[src/rtl/flashcmd_pkg.sv]
package flashcmd_pkg;
    localparam int ADDR_W = 18;
    localparam int DATA_W = 8;
    localparam int BLK_W  = 3;

    // block sizes in KB, counted downward from the top of the array
    localparam int BOOT_KB   = 16;
    localparam int PARAM_KB  = 8;
    localparam int MAIN_A_KB = 96;

    localparam logic [7:0] CMD_READ_ARRAY = 8'hFF;
    localparam logic [7:0] CMD_READ_ID    = 8'h90;
    localparam logic [7:0] CMD_READ_SR    = 8'h70;
    localparam logic [7:0] CMD_CLR_SR     = 8'h50;
    localparam logic [7:0] CMD_PGM        = 8'h40;
    localparam logic [7:0] CMD_ERASE      = 8'h20;
    localparam logic [7:0] CMD_CONFIRM    = 8'hD0;
    localparam logic [7:0] CMD_SUSPEND    = 8'hB0;

    localparam logic [7:0] ID_MFR = 8'h89;
    localparam logic [7:0] ID_DEV = 8'h7C;

    typedef enum logic [2:0] {
        ST_IDLE, ST_PGM_SETUP, ST_ERS_SETUP, ST_PGM_RUN, ST_ERS_RUN, ST_ERS_SUSP
    } fsm_t;

    typedef enum logic [1:0] {RM_ARRAY, RM_ID, RM_STATUS} rmode_t;
endpackage

[src/rtl/flashcmd_blkmap.sv]
module flashcmd_blkmap
    import flashcmd_pkg::*;
#(
    parameter int AW = ADDR_W,
    parameter int BW = BLK_W
) (
    input  logic [AW-1:0] addr,
    output logic [BW-1:0] blk_idx,
    output logic          is_boot
);
    localparam int NBASE = 4;
    localparam longint TOP       = longint'(1) << AW;
    localparam longint BOOT_BASE = TOP - BOOT_KB * 1024;
    localparam longint P1_BASE   = BOOT_BASE - PARAM_KB * 1024;
    localparam longint P0_BASE   = P1_BASE - PARAM_KB * 1024;
    localparam longint M1_BASE   = P0_BASE - MAIN_A_KB * 1024;

    function automatic longint base_of(int k);
        case (k)
            0:       return M1_BASE;
            1:       return P0_BASE;
            2:       return P1_BASE;
            default: return BOOT_BASE;
        endcase
    endfunction

    logic [NBASE-1:0] above;
    longint a64;
    assign a64 = longint'(addr);

    genvar g;
    generate
        for (g = 0; g < NBASE; g++) begin : g_cmp
            assign above[g] = (a64 >= base_of(g));
        end
    endgenerate

    // bases ascend, so the count of bases at or below the address is the index
    always_comb begin
        blk_idx = '0;
        for (int k = 0; k < NBASE; k++) begin
            if (above[k]) blk_idx = BW'(k + 1);
        end
    end

    assign is_boot = above[NBASE-1];
endmodule

[src/rtl/flashcmd_status.sv]
module flashcmd_status (
    input  logic       clk,
    input  logic       rst_n,
    input  logic       clr,
    input  logic       set_pgm,
    input  logic       set_ers,
    input  logic       set_vpp,
    input  logic       set_lock,
    input  logic       ready,
    input  logic       susp,
    output logic [7:0] sr
);
    logic ers_err, pgm_err, vpp_err, lock_err;

    always_ff @(posedge clk or negedge rst_n) begin
        if (!rst_n) begin
            ers_err  <= 1'b0;
            pgm_err  <= 1'b0;
            vpp_err  <= 1'b0;
            lock_err <= 1'b0;
        end else if (clr) begin
            ers_err  <= 1'b0;
            pgm_err  <= 1'b0;
            vpp_err  <= 1'b0;
            lock_err <= 1'b0;
        end else begin
            ers_err  <= ers_err  | set_ers;
            pgm_err  <= pgm_err  | set_pgm;
            vpp_err  <= vpp_err  | set_vpp;
            lock_err <= lock_err | set_lock;
        end
    end

    assign sr = {ready, susp, ers_err, pgm_err, vpp_err, 1'b0, lock_err, 1'b0};

    // a clear leaves all four error flags low on the next cycle
    a_r14_clear_errors: assert property (@(posedge clk) disable iff (!rst_n)
        clr |=> (sr[5:3] == 3'b000 && !sr[1]));

    // an erase cannot be both suspended and busy
    a_r4_susp_implies_ready: assert property (@(posedge clk) disable iff (!rst_n)
        sr[6] |-> sr[7]);
endmodule

[src/rtl/flashcmd_rdmux.sv]
module flashcmd_rdmux
    import flashcmd_pkg::*;
#(
    parameter int DW = DATA_W
) (
    input  logic          clk,
    input  logic          rst_n,
    input  logic          re,
    input  rmode_t        mode,
    input  logic          addr_lsb,
    input  logic [DW-1:0] arr_rdata,
    input  logic [7:0]    sr,
    output logic [DW-1:0] rdata
);
    logic [DW-1:0] sel;

    always_comb begin
        unique case (mode)
            RM_ARRAY:  sel = arr_rdata;
            RM_ID:     sel = addr_lsb ? DW'(ID_DEV) : DW'(ID_MFR);
            RM_STATUS: sel = DW'(sr);
            default:   sel = arr_rdata;
        endcase
    end

    always_ff @(posedge clk or negedge rst_n) begin
        if (!rst_n)  rdata <= '0;
        else if (re) rdata <= sel;
    end

    // identifier reads yield only the two codes
    a_r3_id_codes: assert property (@(posedge clk) disable iff (!rst_n)
        (re && mode == RM_ID) |=> (rdata == DW'(ID_MFR) || rdata == DW'(ID_DEV)));

    // without a read strobe the read data holds
    a_r2_hold_without_read: assert property (@(posedge clk) disable iff (!rst_n)
        !re |=> $stable(rdata));
endmodule

[src/rtl/flashcmd_ctrl.sv]
module flashcmd_ctrl
    import flashcmd_pkg::*;
#(
    parameter int AW = ADDR_W,
    parameter int DW = DATA_W,
    parameter int BW = BLK_W
) (
    input  logic          clk,
    input  logic          rst_n,
    input  logic          bus_we,
    input  logic          bus_re,
    input  logic [AW-1:0] bus_addr,
    input  logic [DW-1:0] bus_wdata,
    output logic [DW-1:0] bus_rdata,
    input  logic          boot_unlock,
    input  logic          vpp_ok,
    output logic          arr_prog_req,
    output logic          arr_erase_req,
    output logic          arr_pause,
    output logic [AW-1:0] arr_addr,
    output logic [DW-1:0] arr_wdata,
    output logic [BW-1:0] arr_blk,
    input  logic [DW-1:0] arr_rdata,
    input  logic          arr_done,
    input  logic          arr_fail
);
    fsm_t   st, st_nxt;
    rmode_t rmode, rmode_nxt;

    logic [AW-1:0] cap_addr;
    logic [DW-1:0] cap_data;
    logic [BW-1:0] cap_blk;
    logic          load_cap;
    logic          s_pgm, s_ers, s_vpp, s_lock, s_clr;
    logic [BW-1:0] blk_idx;
    logic          blk_boot;
    logic          boot_locked;
    logic [7:0]    sr;
    logic [7:0]    cmd;
    logic          ready, susp;

    assign cmd         = bus_wdata[7:0];
    assign boot_locked = blk_boot && !boot_unlock;

    flashcmd_blkmap #(.AW(AW), .BW(BW)) blkmap_i (
        .addr    (bus_addr),
        .blk_idx (blk_idx),
        .is_boot (blk_boot)
    );

    // state register
    always_ff @(posedge clk or negedge rst_n) begin
        if (!rst_n) begin
            st    <= ST_IDLE;
            rmode <= RM_ARRAY;
        end else begin
            st    <= st_nxt;
            rmode <= rmode_nxt;
        end
    end

    // captured operands of the accepted second write
    always_ff @(posedge clk or negedge rst_n) begin
        if (!rst_n) begin
            cap_addr <= '0;
            cap_data <= '0;
            cap_blk  <= '0;
        end else if (load_cap) begin
            cap_addr <= bus_addr;
            cap_data <= bus_wdata;
            cap_blk  <= blk_idx;
        end
    end

    // next state, read source and status events
    always_comb begin
        st_nxt    = st;
        rmode_nxt = rmode;
        load_cap  = 1'b0;
        s_pgm     = 1'b0;
        s_ers     = 1'b0;
        s_vpp     = 1'b0;
        s_lock    = 1'b0;
        s_clr     = 1'b0;
        unique case (st)
            ST_IDLE: begin
                if (bus_we) begin
                    case (cmd)
                        CMD_READ_ARRAY: rmode_nxt = RM_ARRAY;
                        CMD_READ_ID:    rmode_nxt = RM_ID;
                        CMD_READ_SR:    rmode_nxt = RM_STATUS;
                        CMD_CLR_SR:     s_clr = 1'b1;
                        CMD_PGM: begin
                            st_nxt    = ST_PGM_SETUP;
                            rmode_nxt = RM_STATUS;
                        end
                        CMD_ERASE: begin
                            st_nxt    = ST_ERS_SETUP;
                            rmode_nxt = RM_STATUS;
                        end
                        default: ;
                    endcase
                end
            end
            ST_PGM_SETUP: begin
                if (bus_we) begin
                    if (boot_locked) begin
                        s_pgm  = 1'b1;
                        s_lock = 1'b1;
                        st_nxt = ST_IDLE;
                    end else if (!vpp_ok) begin
                        s_pgm  = 1'b1;
                        s_vpp  = 1'b1;
                        st_nxt = ST_IDLE;
                    end else begin
                        load_cap = 1'b1;
                        st_nxt   = ST_PGM_RUN;
                    end
                end
            end
            ST_ERS_SETUP: begin
                if (bus_we) begin
                    if (cmd != CMD_CONFIRM) begin
                        s_pgm  = 1'b1;
                        s_ers  = 1'b1;
                        st_nxt = ST_IDLE;
                    end else if (boot_locked) begin
                        s_ers  = 1'b1;
                        s_lock = 1'b1;
                        st_nxt = ST_IDLE;
                    end else if (!vpp_ok) begin
                        s_ers  = 1'b1;
                        s_vpp  = 1'b1;
                        st_nxt = ST_IDLE;
                    end else begin
                        load_cap = 1'b1;
                        st_nxt   = ST_ERS_RUN;
                    end
                end
            end
            ST_PGM_RUN: begin
                if (bus_we && cmd == CMD_READ_SR) rmode_nxt = RM_STATUS;
                if (arr_done) begin
                    s_pgm  = arr_fail;
                    st_nxt = ST_IDLE;
                end
            end
            ST_ERS_RUN: begin
                if (bus_we && cmd == CMD_READ_SR) rmode_nxt = RM_STATUS;
                if (arr_done) begin
                    s_ers  = arr_fail;
                    st_nxt = ST_IDLE;
                end else if (bus_we && cmd == CMD_SUSPEND) begin
                    st_nxt = ST_ERS_SUSP;
                end
            end
            ST_ERS_SUSP: begin
                if (bus_we) begin
                    case (cmd)
                        CMD_READ_ARRAY: rmode_nxt = RM_ARRAY;
                        CMD_READ_ID:    rmode_nxt = RM_ID;
                        CMD_READ_SR:    rmode_nxt = RM_STATUS;
                        CMD_CONFIRM:    st_nxt = ST_ERS_RUN;
                        default: ;
                    endcase
                end
            end
            default: st_nxt = ST_IDLE;
        endcase
    end

    // outputs decoded from the state
    always_comb begin
        arr_prog_req  = (st == ST_PGM_RUN);
        arr_erase_req = (st == ST_ERS_RUN) || (st == ST_ERS_SUSP);
        arr_pause     = (st == ST_ERS_SUSP);
        arr_addr      = (st == ST_PGM_RUN) ? cap_addr : bus_addr;
        arr_wdata     = cap_data;
        arr_blk       = cap_blk;
        ready         = (st != ST_PGM_RUN) && (st != ST_ERS_RUN);
        susp          = (st == ST_ERS_SUSP);
    end

    flashcmd_status status_i (
        .clk      (clk),
        .rst_n    (rst_n),
        .clr      (s_clr),
        .set_pgm  (s_pgm),
        .set_ers  (s_ers),
        .set_vpp  (s_vpp),
        .set_lock (s_lock),
        .ready    (ready),
        .susp     (susp),
        .sr       (sr)
    );

    flashcmd_rdmux #(.DW(DW)) rdmux_i (
        .clk       (clk),
        .rst_n     (rst_n),
        .re        (bus_re),
        .mode      (rmode),
        .addr_lsb  (bus_addr[0]),
        .arr_rdata (arr_rdata),
        .sr        (sr),
        .rdata     (bus_rdata)
    );

    // never program and erase at once
    a_r5_single_request: assert property (@(posedge clk) disable iff (!rst_n)
        $onehot0({arr_prog_req, arr_erase_req}));

    // status shows busy while a program is outstanding
    a_r5_busy_status: assert property (@(posedge clk) disable iff (!rst_n)
        arr_prog_req |-> !sr[7]);

    // the pause only accompanies an erase
    a_r12_pause_in_erase: assert property (@(posedge clk) disable iff (!rst_n)
        arr_pause |-> arr_erase_req);

    // locked boot program is refused with lock error
    a_r8_boot_prog_refused: assert property (@(posedge clk) disable iff (!rst_n)
        (st == ST_PGM_SETUP && bus_we && blk_boot && !boot_unlock)
        |=> (!arr_prog_req && sr[4] && sr[1]));

    // a bad confirm byte sets both error bits and starts nothing
    a_r7_seq_error: assert property (@(posedge clk) disable iff (!rst_n)
        (st == ST_ERS_SETUP && bus_we && cmd != CMD_CONFIRM)
        |=> (sr[5] && sr[4] && !arr_erase_req));

    // a confirm byte while ready starts no erase
    a_r13_resume_idle: assert property (@(posedge clk) disable iff (!rst_n)
        (st == ST_IDLE && bus_we && cmd == CMD_CONFIRM) |=> !arr_erase_req);
endmodule

[config.mk]
export PLATFORM = sky130hd
export DESIGN_NAME = flashcmd_ctrl
export DESIGN_NICKNAME = d
export VERILOG_FILES = /design/src/rtl/flashcmd_pkg.sv /design/src/rtl/flashcmd_blkmap.sv /design/src/rtl/flashcmd_status.sv /design/src/rtl/flashcmd_rdmux.sv /design/src/rtl/flashcmd_ctrl.sv
export SDC_FILE = /design/constraint.sdc
export NUM_CORES = 1
export LEC_CHECK = 0
export BUFFER_PORTS_ARGS = -buffer_cell sky130_fd_sc_hd__buf_2
export CAP_MARGIN = 20
export CORE_ASPECT_RATIO = 1.2
export CORE_MARGIN = 3
export CORE_UTILIZATION = 26
export CTS_CLUSTER_SIZE = 10
export DETAILED_ROUTE_END_ITERATION = 6
export GPL_ROUTABILITY_DRIVEN = 0
export PLACE_DENSITY_LB_ADDON = 0.12
export SYNTH_ARGS = -nofsm -noshare
export SYNTH_HDL_FRONTEND = slang
export SYNTH_HIERARCHICAL = 1
export SYNTH_SLANG_ARGS = --single-unit
[constraint.sdc]
create_clock -name clk -period 1.9 [get_ports clk]
set_input_delay 0.38 -clock clk [delete_from_list [all_inputs] [get_ports clk]]
set_output_delay 0.38 -clock clk [all_outputs]
set_load 0.005 [all_outputs]
==> results.cfg <==
[timing]
max_clock_freq_mhz = 453
fin_ws_ns = -0.308
rsz0062_at_grt = true
worstMarginPinSlew_ns = 0.554
finalHoldViolCount = 0
setup_viol = 34
finalCriticalPeriod_ns = 2.21
slew_headroom = 0.626
skew_ns = 0.00351
slew_viol_final = 0
finalCritPeriodShare = 1.16

[die]
rows = 39
die_w_um = 98.4
core_area_sq_um = 9760
ios = 82
start_util = 0.273
dieArea_sq_um = 11500
die_h_um = 117

[finish]
drive_above_1_share = 0.459
final_core_util = 0.377
final_cell_mix = buf_2, nand2_1, dfrtp_1
antenna_cells = 0
fin_nets = 432
layout_commonest_cell = buf_2
fin_area_sq_um = 3680
syn_to_final_growth_pct = 38.4

[clock_tree]
clkLatencyLatePin_ns = 0.28
numCtsBuffers = 5
cts_sinks = 46
cts_tree = yes
ctsHoldBuffers = 0
clockRootBuffer = clkbuf_16
clk_path_buf_depth = 2
cts_max_level = 2
path_clk_slew_ns = 0.06

[synth]
synthFlopType = dfrtp_1
synth_top_cell_by_area = dfrtp_1
synth-seq-area-share = 0.433
avgSynthCellArea_sq_um = 9.50
synthCells = 280
synth_compound_area_frac = 0.112
async_flop_share = 1.00
synth_edf_count = 0
yosysUniqueCellTypes = 49
yosys.area_share.simple = 0.225
synthAdderAreaFrac = 0.00940
synth_top_area_frac = 0.433
yosysWarnings = 6
synth_area_leaders = dfrtp_1, nand2_1, mux2_2, mux2_4, buf_4
synthXorXnorAreaFrac = 0.00987
synth.mux.area_fraction = 0.144
synth_top_family_by_area = simple AND/OR/NAND/NOR gates
synth_area_sq_um = 2660
synth_seq_cells = 46

[setup_path]
cp.required_ns = 2.06
path_max_fanout = 12
crit_arrival_ns = 2.37
start_kind = input pin
cp-end-kind = flip-flop
critPathKind = in2reg

[power_and_ir_drop]
finalPower_mw = 4.61
power.share.switching = 0.312
power.density_nw_per_um2 = 1250
ir_drop_mv = 0.629
power_switching_mw = 1.44
clkPwrFrac = 0.218
p_leak_nw = 1.82
pwr-share-seq = 0.347
p_comb_frac = 0.434
internal-power_mw = 3.17

[placed_design]
portBuffers = 81
dpl-instance-area_sq_um = 3400
dpl_worst_slack_ns = -0.652
hpwlAfterDp_um = 5370

[job]
maxCapViolCount = 0

[routing]
postRouteAntennaNets = 0
drt_drc_violations_left = 0
finalWirelength_um = 7090
drtIter0Drc = 102
num_vias = 2283
first_pass_iters = 4
routedWlPerCell_um = 13.9
viasPerCell = 4.47

[hold_path]
hp-class = in2async

[run_status]
run_status = complete, but fails checks
violations = setup timing

[grt]
grt_pass1_wl_um = 11800
grt_max_degree = 47
antenna_found_initial = 0
grt_use_total = 0.126
grt_pass1_vias = 2344
gr-total-overflow = 0
-- synthesized netlist by cell type (all sizes together) (3+ instances only) --
master  number
nand3        8
a41oi        6
nand2b       5
clkbuf       9
o21ba        4
nand3b       8
nor2        17
or4          3
nor3         4
o22ai        3
mux2        31
buf         15
inv          9
nand2       71
dfrtp       46
o21ai        3
a21oi        5
-- path summary, 6_finish.rpt --
kind / startpoint / end / slack (ns) / depth (start not counted)
min in group clk: bus_addr[12] / cap_addr[12] / 0.34 / 2
setup reg to reg: st[1] / arr_wdata[6] / 0.01 / 7
hold / removal: rst_n / rdmux_i/rdata[6] / 0.07 / 2
hold reg to reg: status_i/lock_err / status_i/lock_err / 0.49 / 1
max in group asynchronous: rst_n / cap_addr[10] / 1.60 / 2
setup / recovery: bus_wdata[1] / arr_wdata[6] / -0.31 / 7
-- stage by stage --
step | cells | TNS (ns) | hold WS, ns
finish | 511 | -9.17 | 0.0689
detailed placement | 497 | -21.89 | 0.392
global route | 511 | -11.05 | 0.0973
floorplan | 281 | -15.17 | 0.0844
CTS | 510 | -9.26 | 0.0888
global placement | 497 | -21.42 | 0.393
-- per-layer routing --
layer | track usage | up-vias | part of all wire
li1 | - | 1161 | -
met1 | 0.165 | 1052 | 0.46
met2 | 0.211 | 66 | 0.47
met3 | 0.0314 | 4 | 0.058
met4 | 0.0319 | 0 | 0.011
met5 | 0 | - | 0
-- cell families after synthesis --
group           Yosys count
simple gates            127
flops                    46
compound gates           37
buf+inv                  33
mux                      31
xor+xnor                  3
fa+ha+maj                 2
other cells               1
-- layout make-up --
| cell class | count | area (sq um) |
|---|---|---|
| flip-flops and latches | 46 | 1150 |
| clock inverters | 1 | 30.0 |
| multi-input cells | 202 | 1390 |
| inverters | 9 | 33.8 |
| clock buffers | 6 | 139 |
| well taps | 123 | 154 |
| fillers | 1037 | 6080 |
| repair buffers | 124 | 785 |
-- timing repair --
action | CTS | global route
pin swaps | 0 | 3
buffers inserted | 6 | 0
hold endpoints to repair | 0 | 0
endpoints found under the setup margin | 54 | 55
gates cloned | 0 | 1
resized for setup | 9 | 6
-- power groups by stage --
stage          registers, mW  clock network (mW)  logic (mW)
6_report                1.60                1.01        2.00
5_1_grt                 1.66                1.07        2.23
4_1_cts                 1.60                1.04        1.99
3_5_place_dp            1.62                   0        1.88
3_3_place_gp            1.62                   0        1.86
2_1_floorplan           1.58                   0        1.21
-- sequential cells by signal (all words and copies together), names as in the netlist --
| name | count |
|---|---|
| status_i/pgm_err | 1 |
| status_i/lock_err | 1 |
| rmode | 2 |
| st | 3 |
| arr_blk | 3 |
| arr_wdata | 8 |
| cap_addr | 18 |
| status_i/vpp_err | 1 |
| rdmux_i/rdata | 8 |
| status_i/ers_err | 1 |
-- worst max-delay path, stage by stage --
cell and delay [ns]:
buf_6 0.09, or4_4 0.52, or4_4 0.44, a21o_1 0.21, or2_4 0.27, buf_12 0.16
mux2_4 0.29
Power figures use the tool's default switching activity.
